[src/rtl/ualign_pkg.sv]
// Shared definitions for the alignment converter.
package ualign_pkg;
    // Sequencer states: idle, beat offered, beat awaiting response, completion pulse
    typedef enum logic [1:0] {
        ST_IDLE  = 2'd0,
        ST_ISSUE = 2'd1,
        ST_WAIT  = 2'd2,
        ST_DONE  = 2'd3
    } ua_state_e;
endpackage

[src/rtl/ualign_plan.sv]
// ualign_plan: decides how a word access maps onto the wide bus.
// Assumes WORD_BYTES and BUS_BYTES are powers of two with WORD_BYTES < BUS_BYTES.
// Purely combinational; outputs are valid whenever addr/device are.
module ualign_plan #(
    parameter int ADDR_W     = 32,
    parameter int BUS_BYTES  = 8,
    parameter int WORD_BYTES = 4
) (
    input  logic [ADDR_W-1:0] addr,
    input  logic              device,
    output logic [ADDR_W-1:0] first_addr,
    output logic [ADDR_W-1:0] second_addr,
    output logic [2:0]        size,
    output logic              two_beats,
    output logic              reject
);
    localparam int OFF_W  = $clog2(BUS_BYTES);
    localparam int WOFF_W = $clog2(WORD_BYTES);

    logic [OFF_W-1:0]  off;
    logic              word_ok;
    logic [ADDR_W-1:0] base;

    // Classify the offset and derive beat addresses and size
    always_comb begin
        off         = addr[OFF_W-1:0];
        word_ok     = (addr[WOFF_W-1:0] == '0);
        base        = {addr[ADDR_W-1:OFF_W], {OFF_W{1'b0}}};
        two_beats   = ({1'b0, off} + (OFF_W+1)'(WORD_BYTES)) > (OFF_W+1)'(BUS_BYTES);
        reject      = device && !word_ok;
        size        = word_ok ? 3'(WOFF_W) : 3'(OFF_W);
        first_addr  = word_ok ? addr : base;
        second_addr = base + ADDR_W'(BUS_BYTES);
    end
endmodule

[src/rtl/ualign_lanes.sv]
// ualign_lanes: byte-lane steering over a double-width window (two beats).
// Store side spreads the word across lanes and strobes; load side gathers
// result byte i from window position off+i. Assumes WORD_BYTES is a power of two.
module ualign_lanes #(
    parameter int BUS_BYTES  = 8,
    parameter int WORD_BYTES = 4
) (
    input  logic [$clog2(BUS_BYTES)-1:0] off,
    input  logic [WORD_BYTES*8-1:0]      wword,
    input  logic [BUS_BYTES*8-1:0]       rbeat_lo,
    input  logic [BUS_BYTES*8-1:0]       rbeat_hi,
    output logic [2*BUS_BYTES*8-1:0]     wide_data,
    output logic [2*BUS_BYTES-1:0]       wide_strb,
    output logic [WORD_BYTES*8-1:0]      rword
);
    localparam int OFF_W  = $clog2(BUS_BYTES);
    localparam int WOFF_W = $clog2(WORD_BYTES);
    localparam int LANES  = 2 * BUS_BYTES;

    logic [LANES*8-1:0] rwide;
    assign rwide = {rbeat_hi, rbeat_lo};

    // Store steering: each window lane picks its source byte and strobe
    for (genvar j = 0; j < LANES; j++) begin : g_wlane
        logic [OFF_W:0] rel;
        assign rel                = (OFF_W+1)'(j) - {1'b0, off};
        assign wide_strb[j]       = rel < (OFF_W+1)'(WORD_BYTES);
        assign wide_data[j*8 +: 8] = wword[rel[WOFF_W-1:0]*8 +: 8];
    end

    // Load gathering: each result byte reads its window position
    for (genvar i = 0; i < WORD_BYTES; i++) begin : g_rbyte
        logic [OFF_W:0] pos;
        assign pos              = {1'b0, off} + (OFF_W+1)'(i);
        assign rword[i*8 +: 8]  = rwide[pos*8 +: 8];
    end
endmodule

[src/rtl/ualign_conv.sv]
// ualign_conv: converts word loads/stores at any byte address into
// size-aligned beats on a wide memory port. One request outstanding;
// each beat is handshaked, then its response pulse is awaited.
// Assumes the memory port answers each accepted beat with exactly one response.
module ualign_conv #(
    parameter int ADDR_W     = 32,
    parameter int BUS_BYTES  = 8,
    parameter int WORD_BYTES = 4
) (
    input  logic                    clk,
    input  logic                    rst_n,
    input  logic                    req_valid,
    output logic                    req_ready,
    input  logic                    req_write,
    input  logic                    req_device,
    input  logic [ADDR_W-1:0]       req_addr,
    input  logic [WORD_BYTES*8-1:0] req_wdata,
    output logic                    resp_valid,
    output logic                    resp_err,
    output logic [WORD_BYTES*8-1:0] resp_rdata,
    output logic                    mem_valid,
    input  logic                    mem_ready,
    output logic                    mem_write,
    output logic [ADDR_W-1:0]       mem_addr,
    output logic [2:0]              mem_size,
    output logic [BUS_BYTES*8-1:0]  mem_wdata,
    output logic [BUS_BYTES-1:0]    mem_wstrb,
    input  logic                    mem_rsp_valid,
    input  logic                    mem_rsp_err,
    input  logic [BUS_BYTES*8-1:0]  mem_rsp_rdata
);
    import ualign_pkg::*;

    localparam int OFF_W  = $clog2(BUS_BYTES);
    localparam int BUS_W  = BUS_BYTES * 8;
    localparam int WORD_W = WORD_BYTES * 8;

    ua_state_e         state;
    logic [ADDR_W-1:0] addr_q;
    logic [WORD_W-1:0] wdata_q;
    logic              write_q;
    logic              device_q;
    logic              beat_q;
    logic [BUS_W-1:0]  low_q;
    logic [WORD_W-1:0] rdata_q;
    logic              err_q;

    logic [ADDR_W-1:0]  plan_addr;
    logic               plan_dev;
    logic [ADDR_W-1:0]  first_addr, second_addr;
    logic [2:0]         size;
    logic               two_beats, reject;
    logic [2*BUS_W-1:0] wide_data;
    logic [2*BUS_BYTES-1:0] wide_strb;
    logic [BUS_W-1:0]   merge_lo;
    logic [WORD_W-1:0]  merged;
    logic               last_beat;

    // Plan on the incoming request while idle, on the held one otherwise
    assign plan_addr = (state == ST_IDLE) ? req_addr   : addr_q;
    assign plan_dev  = (state == ST_IDLE) ? req_device : device_q;

    ualign_plan #(
        .ADDR_W(ADDR_W), .BUS_BYTES(BUS_BYTES), .WORD_BYTES(WORD_BYTES)
    ) u_plan (
        .addr(plan_addr), .device(plan_dev), .first_addr(first_addr),
        .second_addr(second_addr), .size(size), .two_beats(two_beats),
        .reject(reject)
    );

    // First-half data comes from the saved beat once the second is in flight
    assign merge_lo = beat_q ? low_q : mem_rsp_rdata;

    ualign_lanes #(
        .BUS_BYTES(BUS_BYTES), .WORD_BYTES(WORD_BYTES)
    ) u_lanes (
        .off(addr_q[OFF_W-1:0]), .wword(wdata_q), .rbeat_lo(merge_lo),
        .rbeat_hi(mem_rsp_rdata), .wide_data(wide_data),
        .wide_strb(wide_strb), .rword(merged)
    );

    assign last_beat = !two_beats || beat_q;

    // Request sequencer: accept, issue beats in order, complete
    always_ff @(posedge clk) begin
        if (!rst_n) begin
            state    <= ST_IDLE;
            addr_q   <= '0;
            wdata_q  <= '0;
            write_q  <= 1'b0;
            device_q <= 1'b0;
            beat_q   <= 1'b0;
            low_q    <= '0;
            rdata_q  <= '0;
            err_q    <= 1'b0;
        end else begin
            case (state)
                ST_IDLE: if (req_valid) begin
                    addr_q   <= req_addr;
                    wdata_q  <= req_wdata;
                    write_q  <= req_write;
                    device_q <= req_device;
                    beat_q   <= 1'b0;
                    rdata_q  <= '0;
                    err_q    <= reject;
                    state    <= reject ? ST_DONE : ST_ISSUE;
                end
                ST_ISSUE: if (mem_ready) state <= ST_WAIT;
                ST_WAIT: if (mem_rsp_valid) begin
                    if (mem_rsp_err) begin
                        err_q   <= 1'b1;
                        rdata_q <= '0;
                        state   <= ST_DONE;
                    end else if (last_beat) begin
                        rdata_q <= write_q ? '0 : merged;
                        state   <= ST_DONE;
                    end else begin
                        low_q   <= mem_rsp_rdata;
                        beat_q  <= 1'b1;
                        state   <= ST_ISSUE;
                    end
                end
                default: state <= ST_IDLE;
            endcase
        end
    end

    // Port drive: beat fields select the window half by beat index
    always_comb begin
        req_ready  = (state == ST_IDLE);
        resp_valid = (state == ST_DONE);
        resp_err   = err_q;
        resp_rdata = rdata_q;
        mem_valid  = (state == ST_ISSUE);
        mem_write  = write_q;
        mem_addr   = beat_q ? second_addr : first_addr;
        mem_size   = size;
        mem_wdata  = beat_q ? wide_data[2*BUS_W-1:BUS_W] : wide_data[BUS_W-1:0];
        mem_wstrb  = write_q ? (beat_q ? wide_strb[2*BUS_BYTES-1:BUS_BYTES]
                                       : wide_strb[BUS_BYTES-1:0]) : '0;
    end
endmodule

[config.mk]
export PLATFORM = sky130hd
export DESIGN_NAME = ualign_conv
export DESIGN_NICKNAME = d
export VERILOG_FILES = /design/src/rtl/ualign_pkg.sv /design/src/rtl/ualign_plan.sv /design/src/rtl/ualign_lanes.sv /design/src/rtl/ualign_conv.sv
export SDC_FILE = /design/constraint.sdc
export NUM_CORES = 1
export LEC_CHECK = 0
export ABC_AREA = 0
export BUFFER_PORTS_ARGS = -buffer_cell sky130_fd_sc_hd__buf_2
export CAP_MARGIN = 20
export CORE_ASPECT_RATIO = 0.5
export CORE_UTILIZATION = 56
export DETAILED_ROUTE_END_ITERATION = 12
export PLACE_DENSITY = 0.82
export SLEW_MARGIN = 25
export SYNTH_ARGS = -nofsm -noshare
export SYNTH_HDL_FRONTEND = slang
export SYNTH_HIERARCHICAL = 1
export SYNTH_SLANG_ARGS = --single-unit
[constraint.sdc]
create_clock -name clk -period 4.8 [get_ports clk]
set_clock_uncertainty 0.1 [all_clocks]
set_input_delay 1.2 -clock clk [delete_from_list [all_inputs] [get_ports clk]]
set_output_delay 1.2 -clock clk [all_outputs]
set_load 0.01 [all_outputs]
==> flow_summary.json <==
{
  "port_buffers": 275,
  "seq_power_share_pct": 34.8,
  "clockBufferDepth": 2,
  "powerDensity_nw_per_um2": 309,
  "multi_input_area_um2": 7910,
  "area_delta_synth_final_pct": 8.45,
  "fmax_ghz": 0.216,
  "grt.total_usage_pct": 29.1,
  "critPathKind": "flip-flop to output port",
  "cts.clk_slew.worst_paths_ps": 60,
  "grt.met1_usage_pct": 38.3,
  "avgSynthCellArea_um2": 9.31,
  "required_ps": 3500,
  "cp-start-kind": "flip-flop",
  "grt_pass1_vias": 9780,
  "finalPower_mw": 4.29,
  "met2_usage_pct": 47.5,
  "post-route-period-util_pct": 96.5,
  "outcome": "finished clean",
  "fin_setup_tns_ps": 0,
  "p_leak_nw": 5.50,
  "layout_setup_ws_ps": 166,
  "switching_share_pct": 31.4,
  "power.clock.fraction_pct": 36.0,
  "switchingPower_mw": 1.35,
  "drc_errors": 0,
  "finalHoldViolCount": 0,
  "grt_busiest_layer": "met2",
  "ys_warn_count": 6,
  "num_vias": 10700,
  "end_kind": "output port",
  "preCtsSetupSlack_ps": 444,
  "syn_area_um2": 12800,
  "maxSlewHeadroom_pct": 30.8,
  "vias_per_cell": 6.08,
  "place_inst": 1722,
  "maxCapViolations": 0,
  "async_reset_ff_share_pct": 0,
  "dieWidth_um": 216,
  "drive_above_1_share_pct": 44.7,
  "worst-slew-pin-transition_ps": 1040,
  "combPwrFrac_pct": 29.3,
  "clock_sink_count": 166,
  "start_util_pct": 58.1,
  "grt_max_degree": 99,
  "cts_tree": "built",
  "ant_nets": 0,
  "vdd_drop_max_mv": 0.202,
  "crit_arrival_ps": 3330,
  "fp.dieH_um": 109,
  "ys_ff_latch": 166,
  "synth-main-ff-cell": "dfxtp_1",
  "core-area_um2": 22100,
  "htreeDepth": 4,
  "yosysMostFrequentCell": "mux2_2",
  "fin_crit_ps": 4630,
  "synth_edf_count": 0,
  "dieArea_um2": 23500,
  "path_max_fanout": 28,
  "yosysSeqAreaShare_pct": 25.9,
  "wl_mm": 35.2,
  "std_cell_rows": 38,
  "final_net_count": 1586,
  "synthCells": 1376,
  "grt_overflow_total": 0,
  "gp_congestion": 0.921,
  "hpwl_mm": 24.5,
  "seq_area_um2": 3330,
  "fillers": 1791,
  "ioPinCount": 280,
  "slew_viol_final": 0,
  "cts_root_buf": "clkbuf_16",
  "yosys.area.top_type": "dfxtp_1",
  "wl_per_cell_um": 20.0,
  "fin_util_pct": 63.0,
  "synth_top_area_share_pct": 25.9,
  "rsz0062_at_grt": "no",
  "intPower_mw": 2.94,
  "drtIter0Drc": 1176,
  "hp-class": "flip-flop to flip-flop",
  "grt_pass1_wl_mm": 53.4,
  "layout.cells.non_filler": 1761,
  "antenna_found_initial": 7,
  "dr.pass1.iters": 5,
  "synth_area_leaders": "dfxtp_1 (26%), mux2_2 (20%), mux4_2 (14%), buf_4 (8.3%), a21oi_1 (5.2%)",
  "use_met3_pct": 6.97,
  "clock_latency_ps": 440,
  "yosysUniqueCellTypes": 42,
  "setup_viol": 0,
  "synth_commonest_cells": "mux2_2 (225), nand2_1 (175), dfxtp_1 (166), buf_4 (141), a21oi_1 (134)",
  "ctsHoldBuffers": 0,
  "cts_made_buffers": 17
}
power by group through the flow:
stage / logic (mW) / registers [mW] / clock network (mW)
2_1_floorplan: 1.07 / 1.50 / 0
3_3_place_gp: 1.19 / 1.51 / 0
3_5_place_dp: 1.23 / 1.52 / 0
4_1_cts: 1.24 / 1.49 / 1.56
5_1_grt: 1.34 / 1.50 / 1.61
6_report: 1.26 / 1.49 / 1.54
timing repair:
item / CTS / global route
buffers inserted: 0 / 0
setup endpoints to repair: 0 / 1
gates resized for setup: 0 / 1
worst paths after layout:
check / startpoint / endpoint / slack (ps) / cells past startpoint
max: state[0]$_SDFFE_PN0P_ / mem_addr[31] / 170 / 9
min: addr_q[6]$_SDFFE_PN0P_ / addr_q[6]$_SDFFE_PN0P_ / 350 / 2
max reg2reg: addr_q[2]$_SDFFE_PN0P_ / low_q[17]$_SDFFE_PN0P_ / 1460 / 7
min reg2reg: addr_q[6]$_SDFFE_PN0P_ / addr_q[6]$_SDFFE_PN0P_ / 350 / 2
cells by family (layout without fill, tap and decap cells):
logic type	after synthesis	after routing	synth area share, %
simple gates	350	350	13.0
mux	346	346	37.0
buf+inv	266	337	12.7
compound gates	206	206	8.24
flops	166	166	25.9
xor+xnor	30	30	2.05
fa+ha+maj	9	9	0.879
other cells	3	17	0.0879
cell usage in the layout, fill, tap and decap left out, types with 3 or more instances in the layout:
cell and instances:
mux2_2 225, mux4_2 80, nand3_1 109, buf_2 275
diode_2 7, nand4_1 10, xor2_1 9, conb_1 10
buf_4 18, nor2_1 13, dfxtp_1 163, nor4_4 3
xnor2_1 21, inv_6 4, ha_1 9, clkbuf_16 17
nand2_1 175, nor2b_1 13, mux2i_1 41, a21oi_1 134
o21ai_0 65, and2_1 3, inv_1 7, nor3_1 4
buf_12 3, and3_1 4, bufinv_16 5
through the flow:
| step | area, µm² | hold WS [ps] |
|---|---|---|
| global placement | 13200 | 339 |
| floorplan | 12800 | 334 |
| global route | 13900 | 377 |
| finish | 13900 | 354 |
| detailed placement | 13200 | 347 |
| CTS | 13900 | 357 |
routing by layer:
layer	part of all wire (%)	up-vias
met5	0	-
met4	1.8	0
met3	8.8	49
met2	47	509
met1	43	5208
li1	-	4935
critical path: stages (launching register included):
cell	delay, ps
dfxtp_1	610
nor2_4	130
buf_12	200
mux2_2	320
nand4_4	200
nor4_4	560
nand4_1	290
xnor2_1	190
mux2_2	270
buf_2	140
state kept, by name, indices dropped and copies added, names as in the netlist:
name and cells:
wdata_q 32, low_q 64, resp_err 1, resp_rdata 32
addr_q 32, beat_q 1, state 2, mem_write 1
device_q 1
area by class of cell:
| cell class | instances | share of cell area, % |
|---|---|---|
| clock buffer | 18 | 3.09 |
| clock inverter | 14 | 1.59 |
| sequential | 166 | 24.0 |
| antenna | 7 | 0.126 |
| timing repair buffer | 296 | 11.3 |
| inverter | 9 | 0.261 |
| multi-input combinational | 951 | 56.9 |
| tap | 300 | 2.70 |
No activity file was read; power rests on OpenSTA's default activity.
